==> config.mk <==
export PLATFORM = sky130hd
export DESIGN_NAME = page_program_seq
export DESIGN_NICKNAME = d
export VERILOG_FILES = /design/src/rtl/pws_pkg.sv /design/src/rtl/pws_page_buffer.sv /design/src/rtl/pws_capture.sv /design/src/rtl/pws_commit.sv /design/src/rtl/page_program_seq.sv
export SDC_FILE = /design/constraint.sdc
export NUM_CORES = 1
export LEC_CHECK = 0
export BUFFER_PORTS_ARGS = -buffer_cell sky130_fd_sc_hd__buf_4
export CAP_MARGIN = 10
export CORE_MARGIN = 4
export CORE_UTILIZATION = 55
export DETAILED_ROUTE_END_ITERATION = 12
export PLACE_DENSITY = 0.68
export SYNTH_ARGS = -nofsm -noshare
export SYNTH_HDL_FRONTEND = slang
export SYNTH_SLANG_ARGS = --single-unit
export TNS_END_PERCENT = 1
==> constraint.sdc <==
create_clock -name clk -period 2.85 [get_ports clk]
set_input_delay 0.1425 -clock clk [delete_from_list [all_inputs] [get_ports clk]]
set_output_delay 0.1425 -clock clk [all_outputs]
set_load 0.005 [all_outputs]
==> src/rtl/pws_pkg.sv <==
package pws_pkg;
  typedef enum logic [1:0] {PH_IDLE, PH_ADDR, PH_DATA} phase_t;
  localparam int SLOT_W = 4;
  localparam logic [SLOT_W-1:0] ARM_SLOT = 4'd10;
endpackage

==> src/rtl/pws_page_buffer.sv <==
module pws_page_buffer #(
  parameter int PAGE_BYTES = 128,
  parameter int DATA_W     = 8,
  localparam int IDX_W     = $clog2(PAGE_BYTES)
) (
  input  logic              clk,
  input  logic              rst,
  input  logic              wr_en,
  input  logic [IDX_W-1:0]  wr_idx,
  input  logic [DATA_W-1:0] wr_data,
  input  logic              clr,
  input  logic              rd_en,
  input  logic [IDX_W-1:0]  rd_idx,
  output logic [DATA_W-1:0] rd_data,
  output logic              rd_valid
);
  logic [DATA_W-1:0]     ram [PAGE_BYTES];
  logic [PAGE_BYTES-1:0] valid_q;

  // storage array: no reset, single write port, registered read
  always_ff @(posedge clk) begin
    if (wr_en) ram[wr_idx] <= wr_data;
    if (rd_en) rd_data <= ram[rd_idx];
  end

  always_ff @(posedge clk) begin
    if (rst) begin
      valid_q  <= '0;
      rd_valid <= 1'b0;
    end else begin
      rd_valid <= rd_en && valid_q[rd_idx];
      if (clr)        valid_q <= '0;
      else if (wr_en) valid_q[wr_idx] <= 1'b1;
    end
  end
endmodule

==> src/rtl/pws_capture.sv <==
module pws_capture
  import pws_pkg::*;
#(
  parameter int ADDR_W = 17,
  parameter int IDX_W  = 7
) (
  input  logic              clk,
  input  logic              rst,
  input  logic              busy_i,
  input  logic              start_evt,
  input  logic              addr_load,
  input  logic [ADDR_W-1:0] addr_in,
  input  logic              wprot_in,
  input  logic              data_valid,
  input  logic              stop_evt,
  input  logic [SLOT_W-1:0] stop_slot,
  output logic              buf_wr,
  output logic [IDX_W-1:0]  buf_idx,
  output logic              discard,
  output logic              launch,
  output logic [ADDR_W-1:0] ptr_o
);
  phase_t            phase_q;
  logic              inh_q;
  logic              got_q;
  logic [ADDR_W-1:0] ptr_q;
  logic              active;

  always_comb begin
    active  = !busy_i;
    buf_idx = ptr_q[IDX_W-1:0];
    buf_wr  = active && (phase_q == PH_DATA) && data_valid && !inh_q
              && !start_evt && !stop_evt;
    launch  = active && stop_evt && !start_evt && (phase_q == PH_DATA)
              && got_q && !inh_q && (stop_slot == ARM_SLOT);
    discard = active && (start_evt || (stop_evt && !launch));
    ptr_o   = ptr_q;
  end

  always_ff @(posedge clk) begin
    if (rst) begin
      phase_q <= PH_IDLE;
      inh_q   <= 1'b0;
      got_q   <= 1'b0;
      ptr_q   <= '0;
    end else if (active) begin
      if (start_evt) begin
        phase_q <= PH_ADDR;
        inh_q   <= wprot_in;
        got_q   <= 1'b0;
      end else if (stop_evt) begin
        phase_q <= PH_IDLE;
        got_q   <= 1'b0;
      end else begin
        if (phase_q == PH_ADDR) begin
          inh_q <= inh_q | wprot_in;
          if (addr_load) begin
            ptr_q   <= addr_in;
            phase_q <= PH_DATA;
          end
        end
        if (buf_wr) begin
          ptr_q[IDX_W-1:0] <= ptr_q[IDX_W-1:0] + 1'b1;
          got_q            <= 1'b1;
        end
      end
    end
  end

  // a launching stop is followed by busy at the next edge
  p_launch_busy_r7: assert property (@(posedge clk) disable iff (rst)
    launch |=> busy_i);
  // the pointer is frozen while programming
  p_ptr_hold_r8: assert property (@(posedge clk) disable iff (rst)
    busy_i |=> $stable(ptr_q));
endmodule

==> src/rtl/pws_commit.sv <==
module pws_commit #(
  parameter int ADDR_W       = 17,
  parameter int PAGE_BYTES   = 128,
  parameter int WRITE_CYCLES = 500,
  localparam int IDX_W       = $clog2(PAGE_BYTES),
  localparam int PG_W        = ADDR_W - IDX_W,
  localparam int CNT_W       = $clog2(WRITE_CYCLES + 1)
) (
  input  logic              clk,
  input  logic              rst,
  input  logic              launch,
  input  logic [PG_W-1:0]   page_i,
  output logic              busy_o,
  output logic              rd_en,
  output logic [IDX_W-1:0]  rd_idx,
  output logic              done,
  output logic [ADDR_W-1:0] mem_addr_o
);
  logic             busy_q;
  logic [CNT_W-1:0] cnt_q;

  always_comb begin
    busy_o = busy_q;
    rd_en  = busy_q && (cnt_q < CNT_W'(PAGE_BYTES));
    rd_idx = cnt_q[IDX_W-1:0];
    done   = busy_q && (cnt_q == CNT_W'(WRITE_CYCLES - 1));
  end

  always_ff @(posedge clk) begin
    if (rst) begin
      busy_q     <= 1'b0;
      cnt_q      <= '0;
      mem_addr_o <= '0;
    end else begin
      if (!busy_q && launch) begin
        busy_q <= 1'b1;
        cnt_q  <= '0;
      end else if (busy_q) begin
        if (done) begin
          busy_q <= 1'b0;
          cnt_q  <= '0;
        end else begin
          cnt_q <= cnt_q + 1'b1;
        end
      end
      if (rd_en) mem_addr_o <= {page_i, rd_idx};
    end
  end
endmodule

==> src/rtl/page_program_seq.sv <==
module page_program_seq
  import pws_pkg::*;
#(
  parameter int ADDR_W       = 17,
  parameter int DATA_W       = 8,
  parameter int PAGE_BYTES   = 128,
  parameter int WRITE_CYCLES = 500,
  localparam int IDX_W       = $clog2(PAGE_BYTES)
) (
  input  logic              clk,
  input  logic              rst,
  input  logic              start_evt,
  input  logic              addr_load,
  input  logic [ADDR_W-1:0] addr_in,
  input  logic              wprot_in,
  input  logic              data_valid,
  input  logic [DATA_W-1:0] data_in,
  input  logic              stop_evt,
  input  logic [3:0]        stop_slot,
  output logic              busy,
  output logic              mem_we,
  output logic [ADDR_W-1:0] mem_addr,
  output logic [DATA_W-1:0] mem_wdata,
  output logic [ADDR_W-1:0] cur_addr
);
  logic             buf_wr, discard, launch, done, rd_en;
  logic [IDX_W-1:0] buf_idx, rd_idx;

  initial begin
    assert (WRITE_CYCLES > PAGE_BYTES)
      else $error("WRITE_CYCLES must exceed PAGE_BYTES");
  end

  pws_capture #(.ADDR_W(ADDR_W), .IDX_W(IDX_W)) u_cap (
    .clk(clk), .rst(rst), .busy_i(busy),
    .start_evt(start_evt), .addr_load(addr_load), .addr_in(addr_in),
    .wprot_in(wprot_in), .data_valid(data_valid),
    .stop_evt(stop_evt), .stop_slot(stop_slot),
    .buf_wr(buf_wr), .buf_idx(buf_idx), .discard(discard),
    .launch(launch), .ptr_o(cur_addr)
  );

  pws_page_buffer #(.PAGE_BYTES(PAGE_BYTES), .DATA_W(DATA_W)) u_buf (
    .clk(clk), .rst(rst),
    .wr_en(buf_wr), .wr_idx(buf_idx), .wr_data(data_in),
    .clr(discard || done),
    .rd_en(rd_en), .rd_idx(rd_idx),
    .rd_data(mem_wdata), .rd_valid(mem_we)
  );

  pws_commit #(.ADDR_W(ADDR_W), .PAGE_BYTES(PAGE_BYTES),
               .WRITE_CYCLES(WRITE_CYCLES)) u_cmt (
    .clk(clk), .rst(rst), .launch(launch),
    .page_i(cur_addr[ADDR_W-1:IDX_W]),
    .busy_o(busy), .rd_en(rd_en), .rd_idx(rd_idx), .done(done),
    .mem_addr_o(mem_addr)
  );

  // array writes only inside the busy window
  p_we_in_busy_r11: assert property (@(posedge clk) disable iff (rst)
    mem_we |-> busy);
  // array writes never leave the transaction's page
  p_addr_in_page_r4: assert property (@(posedge clk) disable iff (rst)
    mem_we |-> (mem_addr[ADDR_W-1:IDX_W] == cur_addr[ADDR_W-1:IDX_W]));
  // a stop in a wrong slot never starts programming
  p_bad_stop_r5: assert property (@(posedge clk) disable iff (rst)
    (stop_evt && stop_slot != ARM_SLOT && !busy) |=> !busy);
endmodule

==> results of run 1 <==
## final timing paths
kind	from	end	depth (start not counted)	slack, ps
worst min register to register	u_cmt.mem_addr_o[7]$_SDFFE_PP0P_	u_cmt.mem_addr_o[7]$_SDFFE_PP0P_	2	460
worst min-delay path	data_in[5]	u_buf.ram[24][5]$_DFFE_PP_	1	50
worst max register to register	u_cmt.cnt_q[0]$_SDFFE_PP0P_	u_buf.rd_data[5]$_DFFE_PP_	7	8
worst max-delay path	u_cmt.cnt_q[0]$_SDFFE_PP0P_	u_buf.rd_data[5]$_DFFE_PP_	7	8
## final cells by class
cell class / count / area share
clock inverter: 38 / 0.004450
clock buffer: 187 / 0.06411
sequential: 1209 / 0.6238
tap: 1134 / 0.02562
multi-input combinational: 1094 / 0.2089
inverter: 6 / 0.0004066
timing repair buffer: 469 / 0.07274
antenna: 1 / 0.00004518
## per-layer routing
metal / share of wire / track usage / up-vias / wire (um)
li1: - / - / 10860 / -
met2: 0.47 / 0.4229 / 1425 / 57280
met3: 0.10 / 0.05928 / 211 / 12370
met4: 0.030 / 0.08906 / 0 / 3658
met1: 0.40 / 0.3959 / 13630 / 48670
met5: 0 / 0 / - / 0
## synth_stat cells (all sizes together), types with 3 or more instances
library cell and count:
clkinv 3, inv 3, o21a 128, o21ai 18, or3b 3, and3 4
a221oi 11, nand2 106, mux2i 108, nand3b 6, o211ai 7, a22oi 25
nand3 20, edfxtp 1032, mux4 281, a31oi 16, a32oi 5, o221ai 12
mux2 18, or3 3, nor4 3, nand2b 10, a311oi 3, clkbuf 62
nor3b 5, nor2 165, a211oi 10, a21oi 60, nor2b 19, buf 85
o22ai 6, o32ai 4, dfxtp 177, nor3 14
## cell families after synthesis
group / count (synthesis) / share of synthesized area
flops: 1209 / 0.7359
mux: 407 / 0.1622
simple gates: 365 / 0.03426
compound gates: 316 / 0.04730
buf+inv: 153 / 0.01906
xor+xnor: 4 / 0.0007467
fa+ha+maj: 2 / 0.0005332
## what timing repair did
item	CTS	global route
hold buffers	42	0
buffers inserted	1	4
gates cloned	0	0
pin swaps	0	1
resized for setup	8	5
hold endpoints to repair	80	0
endpoints found under the setup margin	6	132
## flip-flops by register name (all words and copies together) (netlist names)
name / count
u_cmt.mem_addr_o: 17
u_cap.got_q: 1
u_buf.rd_data: 8
u_cap.inh_q: 1
u_buf.rd_valid: 1
u_buf.valid_q: 128
u_cap.phase_q: 2
u_cmt.cnt_q: 9
u_cmt.busy_o: 1
u_buf.ram: 1024
u_cap.ptr_o: 17
## power by group
| part | internal, uW | leakage, uW | total (uW) | switching, uW |
|---|---|---|---|---|
| clock network | 8620 | 0.00187 | 15100 | 6440 |
| logic | 110 | 0.00522 | 448 | 338 |
| registers | 19200 | 0.0107 | 19200 | 9.80 |
## through the flow
stage	power [uW]	setup slack, ps	utilization
finish	34680	8.280	0.6587
global route	35720	-20.01	0.6587
CTS	34890	-32.15	0.6579
detailed placement	19970	-307.9	0.6071
global placement	19940	-263.7	0.6071
floorplan	19620	307.8	-
==> metrics, run 1 <==
status finished, final reports clean; routed vias/inst 6.312; row count 106; final wirelength 122000 um; slowest stage delay, CP 580 ps; Synth Net Count 2494; Worst Setup Start Kind flip-flop; per-cell routed wire length a little under 30 um; most frequent cells in the layout 1032 x edfxtp_1, 394 x buf_4, 281 x mux4_2, 172 x dfxtp_1, 164 x nor2_1; Reg area 0.03455 mm^2; EDFF count, synth 1032; die width 300.1 um; Die H 300.1 um; Final Non-Filler Cells between 4000 and 5000; post-synthesis async set-or-reset flop share 0; die area 0.09006 mm^2; Vias ~26000; Synth Register Bits 1209; Hold Fails Final Rpt 0; leakage power 0.01779 uW; critical path class reg2reg; Initial Util 0.5581; post-layout instance area around 0.055 mm^2; worst slew pin tran 1005 ps; power density over cell area around 630 mW/mm^2; Yosys warnings 0; Worst VDD drop roughly 570 uV; Fillers 5650; initial drt markers 3414; GP Congestion 0.8803; clock insertion delay at the later pin of the skew report ~680 ps; global route overflow 0; CTS sink cnt roughly 1200; DRT Pass-1 Iters 6; vias in the first global route 26290; post-synth top area cell edfxtp_1; GRT Util Overall 0.2736; Critical path buffers and inverters 3; dpl cell area just over 0.05 mm^2; crit end category flip-flop; top cell type's share of synthesized area 0.6604; Max Fclk approximately 350 MHz; commonest non-fill, non-tap cell in the layout edfxtp_1; synth-to-layout area growth 18.03%; RSZ-0062 raised after global routing true; nets@finish 2936; pin count of the biggest net entering global routing slightly above 80; H-tree levels 3; Final min period 2842 ps; share of post-route cells with drive strength above 1 0.3094; Avg Cell Area, Syn 19.11 um^2; final period utilization 0.9971; post-route DRC violation count 0; num ports 80; crit path DAT 3250 ps; Mapped Area 0.04693 mm^2; root buffer cell clkbuf_16; hpwl dp ~80000 um; Max-cap violations 0; clock transition at the registers of the reported paths 60 ps; Setup-failing EPs final 0; Core Region 0.08409 mm^2; antenna viol nets, final 0; CTS tree done; Max Root-Sink Buffers 3; Num CTS Buffers 118; IO buf count 79; CP most frequent cell buf_12; initial antenna violation count 0; fin. max-slew vios 0; worst-path maximum fanout 19; post-synthesis sequential area ratio 0.7359; Syn Inst Count 2456; area taken by multi-input logic gates 0.01157 mm^2; placed insts between 3000 and 4000; worst-path cell with the longest stage delay mux4_2; Final TNS setup 0 ps; final setup skew 22.87 ps; WHS 47.19 ps; Slew HR 0.3298; Worst Hold Class in2reg; WP data required 3260 ps; Netlist cell types 59; CP delay by family, top compound AO/OA/AOI/OAI gates; global-route wire length before repair 179400 um; top post-synthesis cells by area edfxtp_1 66%, mux4_2 13%, dfxtp_1 7.6%; Post-synth top flop edfxtp_1; worst path cell trace buf_12 -> buf_12 -> buf_4 -> mux4_2 -> a221o_1 -> a32oi_2 -> mux2i_1
Power figures use the tool's default switching activity.
==> inputs of run 2 (changes only) <==
RECOVER_POWER = 25   (was default)
==> metrics, run 2 (synthesis results as in run 1) <==
status complete, but fails checks; failing checks capacitance limit, slew limit, setup timing; Initial Util 0.5581; placed insts between 3000 and 4000; worst slew pin tran about 3000 ps; part of the power in combinational logic 0.013; internal power between 20000 and 30000 uW; slowest stage delay, CP 570 ps; per-cell routed wire length 29.54 um; Max-cap violations 5; DRT Pass-1 Iters 6; worst-path cell with the longest stage delay mux4_2; Biggest register u_buf.ram; final setup skew 24.47 ps; Final Non-Filler Cells 4138; pre-CTS setup slack -307.9 ps; hpwl dp 79550 um; Max Fclk 349.9 MHz; Worst VDD drop 570.1 uV; GP Congestion 0.8803; Worst Hold Class in2reg; die area roughly 0.09 mm^2; initial drt markers ~3100; GRT Util Overall 0.2736; routed vias/inst 6.334; worst path cell trace buf_12 -> buf_12 -> buf_4 -> mux4_2 -> a221o_1 -> a32oi_2 -> mux2i_1; crit end category flip-flop; Die H 300.1 um; switch share 0.1955; Hold Fails Final Rpt 0; most frequent cells in the layout 1032 x edfxtp_1, 383 x buf_4, 281 x mux4_2, 172 x dfxtp_1, 164 x nor2_1; Max Root-Sink Buffers 3; clock transition at the registers of the reported paths 60 ps; crit path DAT 3260 ps; post-layout util 0.6580; num ports 80; Slew HR -1.008; CTS sink cnt 1209; global-route wire length before repair around 180000 um; worst-path maximum fanout 19; final period utilization 1.003; RSZ-0062 raised after global routing true; CP most frequent cell buf_12; Vias roughly 26000; final wirelength 122200 um; Fillers 5652; power density over cell area 626.8 mW/mm^2; global route overflow 0; critical path class reg2reg; pin count of the biggest net entering global routing 82; max FFs per register 1024; nets@finish between 2000 and 3000; WP data required between 3000 and 4000 ps; root buffer cell clkbuf_16; IO buf count 79; Setup-failing EPs final 1; final setup margin -7.582 ps; leakage power between 0.015 and 0.02 uW; Psw about 6800 uW; Core Region 0.08409 mm^2; clock insertion delay at the later pin of the skew report slightly below 700 ps; synth-to-layout area growth 17.90%; CTS tree done; share of total power in the clock network 0.434; row count between 100 and 150; antenna viol nets, final 0; die width 300.1 um; fin. max-slew vios about 350; Largest regs u_buf.ram: 1024 flops, u_buf.valid_q: 128 flops; Worst Setup Start Kind flip-flop; Final min period 2858 ps; commonest non-fill, non-tap cell in the layout edfxtp_1; post-route DRC violation count 0; initial antenna violation count 0; H-tree levels 3; Reg power frac 0.553; share of post-route cells with drive strength above 1 0.3080; vias in the first global route 26290; Num CTS Buffers 118
-- run 2: worst max-delay path: cells and delay by family, from the launching register on --
kind / cells / cell delay [ps]
AOI/OAI and AO/OA: 2 / 780
buffers and inverters: 3 / 610
DFF: 1 / 470
muxes: 2 / 690
-- run 2: per-layer routing --
metal / vias to the layer above / GRT usage / routed length [um]
met3: 220 / 0.05928 / 12750
li1: 10860 / - / -
met2: 1502 / 0.4229 / 57270
met1: 13630 / 0.3959 / 48460
met5: - / 0 / 0
met4: 0 / 0.08906 / 3734
-- run 2: power groups by stage --
| stage | Combinational, uW | Clock [uW] | Sequential (uW) |
|---|---|---|---|
| finish | 439 | 15100 | 19200 |
| global route | 470 | 16100 | 19200 |
| CTS | 447 | 15300 | 19200 |
| detailed placement | 415 | 0 | 19600 |
| global placement | 389 | 0 | 19600 |
| floorplan | 59.9 | 0 | 19600 |
-- run 2: metrics by stage --
step	hold slack, ps	TNS, ps	cell area (um^2)	total power, uW
finish	151.3	-7.582	55330	34680
global route	181.3	-38.28	55320	35720
CTS	35.29	-32.15	55320	34890
detailed placement	408.1	-744.9	51050	19970
global placement	392.2	-617.2	51050	19940
floorplan	241.4	0	46930	19620
-- run 2: worst paths after layout --
kind	start	cells past startpoint	endpoint	slack, ps
worst max-delay path	u_cmt.cnt_q[0]$_SDFFE_PP0P_	7	u_buf.rd_data[5]$_DFFE_PP_	-8
worst min-delay path	stop_slot[0]	4	u_cmt.busy_o$_SDFF_PP0_	150
worst max register to register	u_cmt.cnt_q[0]$_SDFFE_PP0P_	7	u_buf.rd_data[5]$_DFFE_PP_	-8
worst min register to register	u_cmt.mem_addr_o[7]$_SDFFE_PP0P_	2	u_cmt.mem_addr_o[7]$_SDFFE_PP0P_	460
-- run 2: area by class of cell --
type	count	area, um^2	area share
sequential	1209	34550	0.6245
multi-input combinational	1094	11570	0.2091
timing repair buffer	469	3966	0.07169
clock buffer	187	3551	0.06418
tap	1134	1419	0.02565
clock inverter	38	246.5	0.004455
inverter	6	22.52	0.0004071
antenna	1	2.502	0.00004523
-- run 2: timing repair --
item                                    CTS  global route
hold buffers                             42             0
pin swaps                                 0             1
buffers inserted                          1             4
endpoints found under the hold margin    80             0
resized for setup                         8             5
endpoints found under the setup margin    6           132
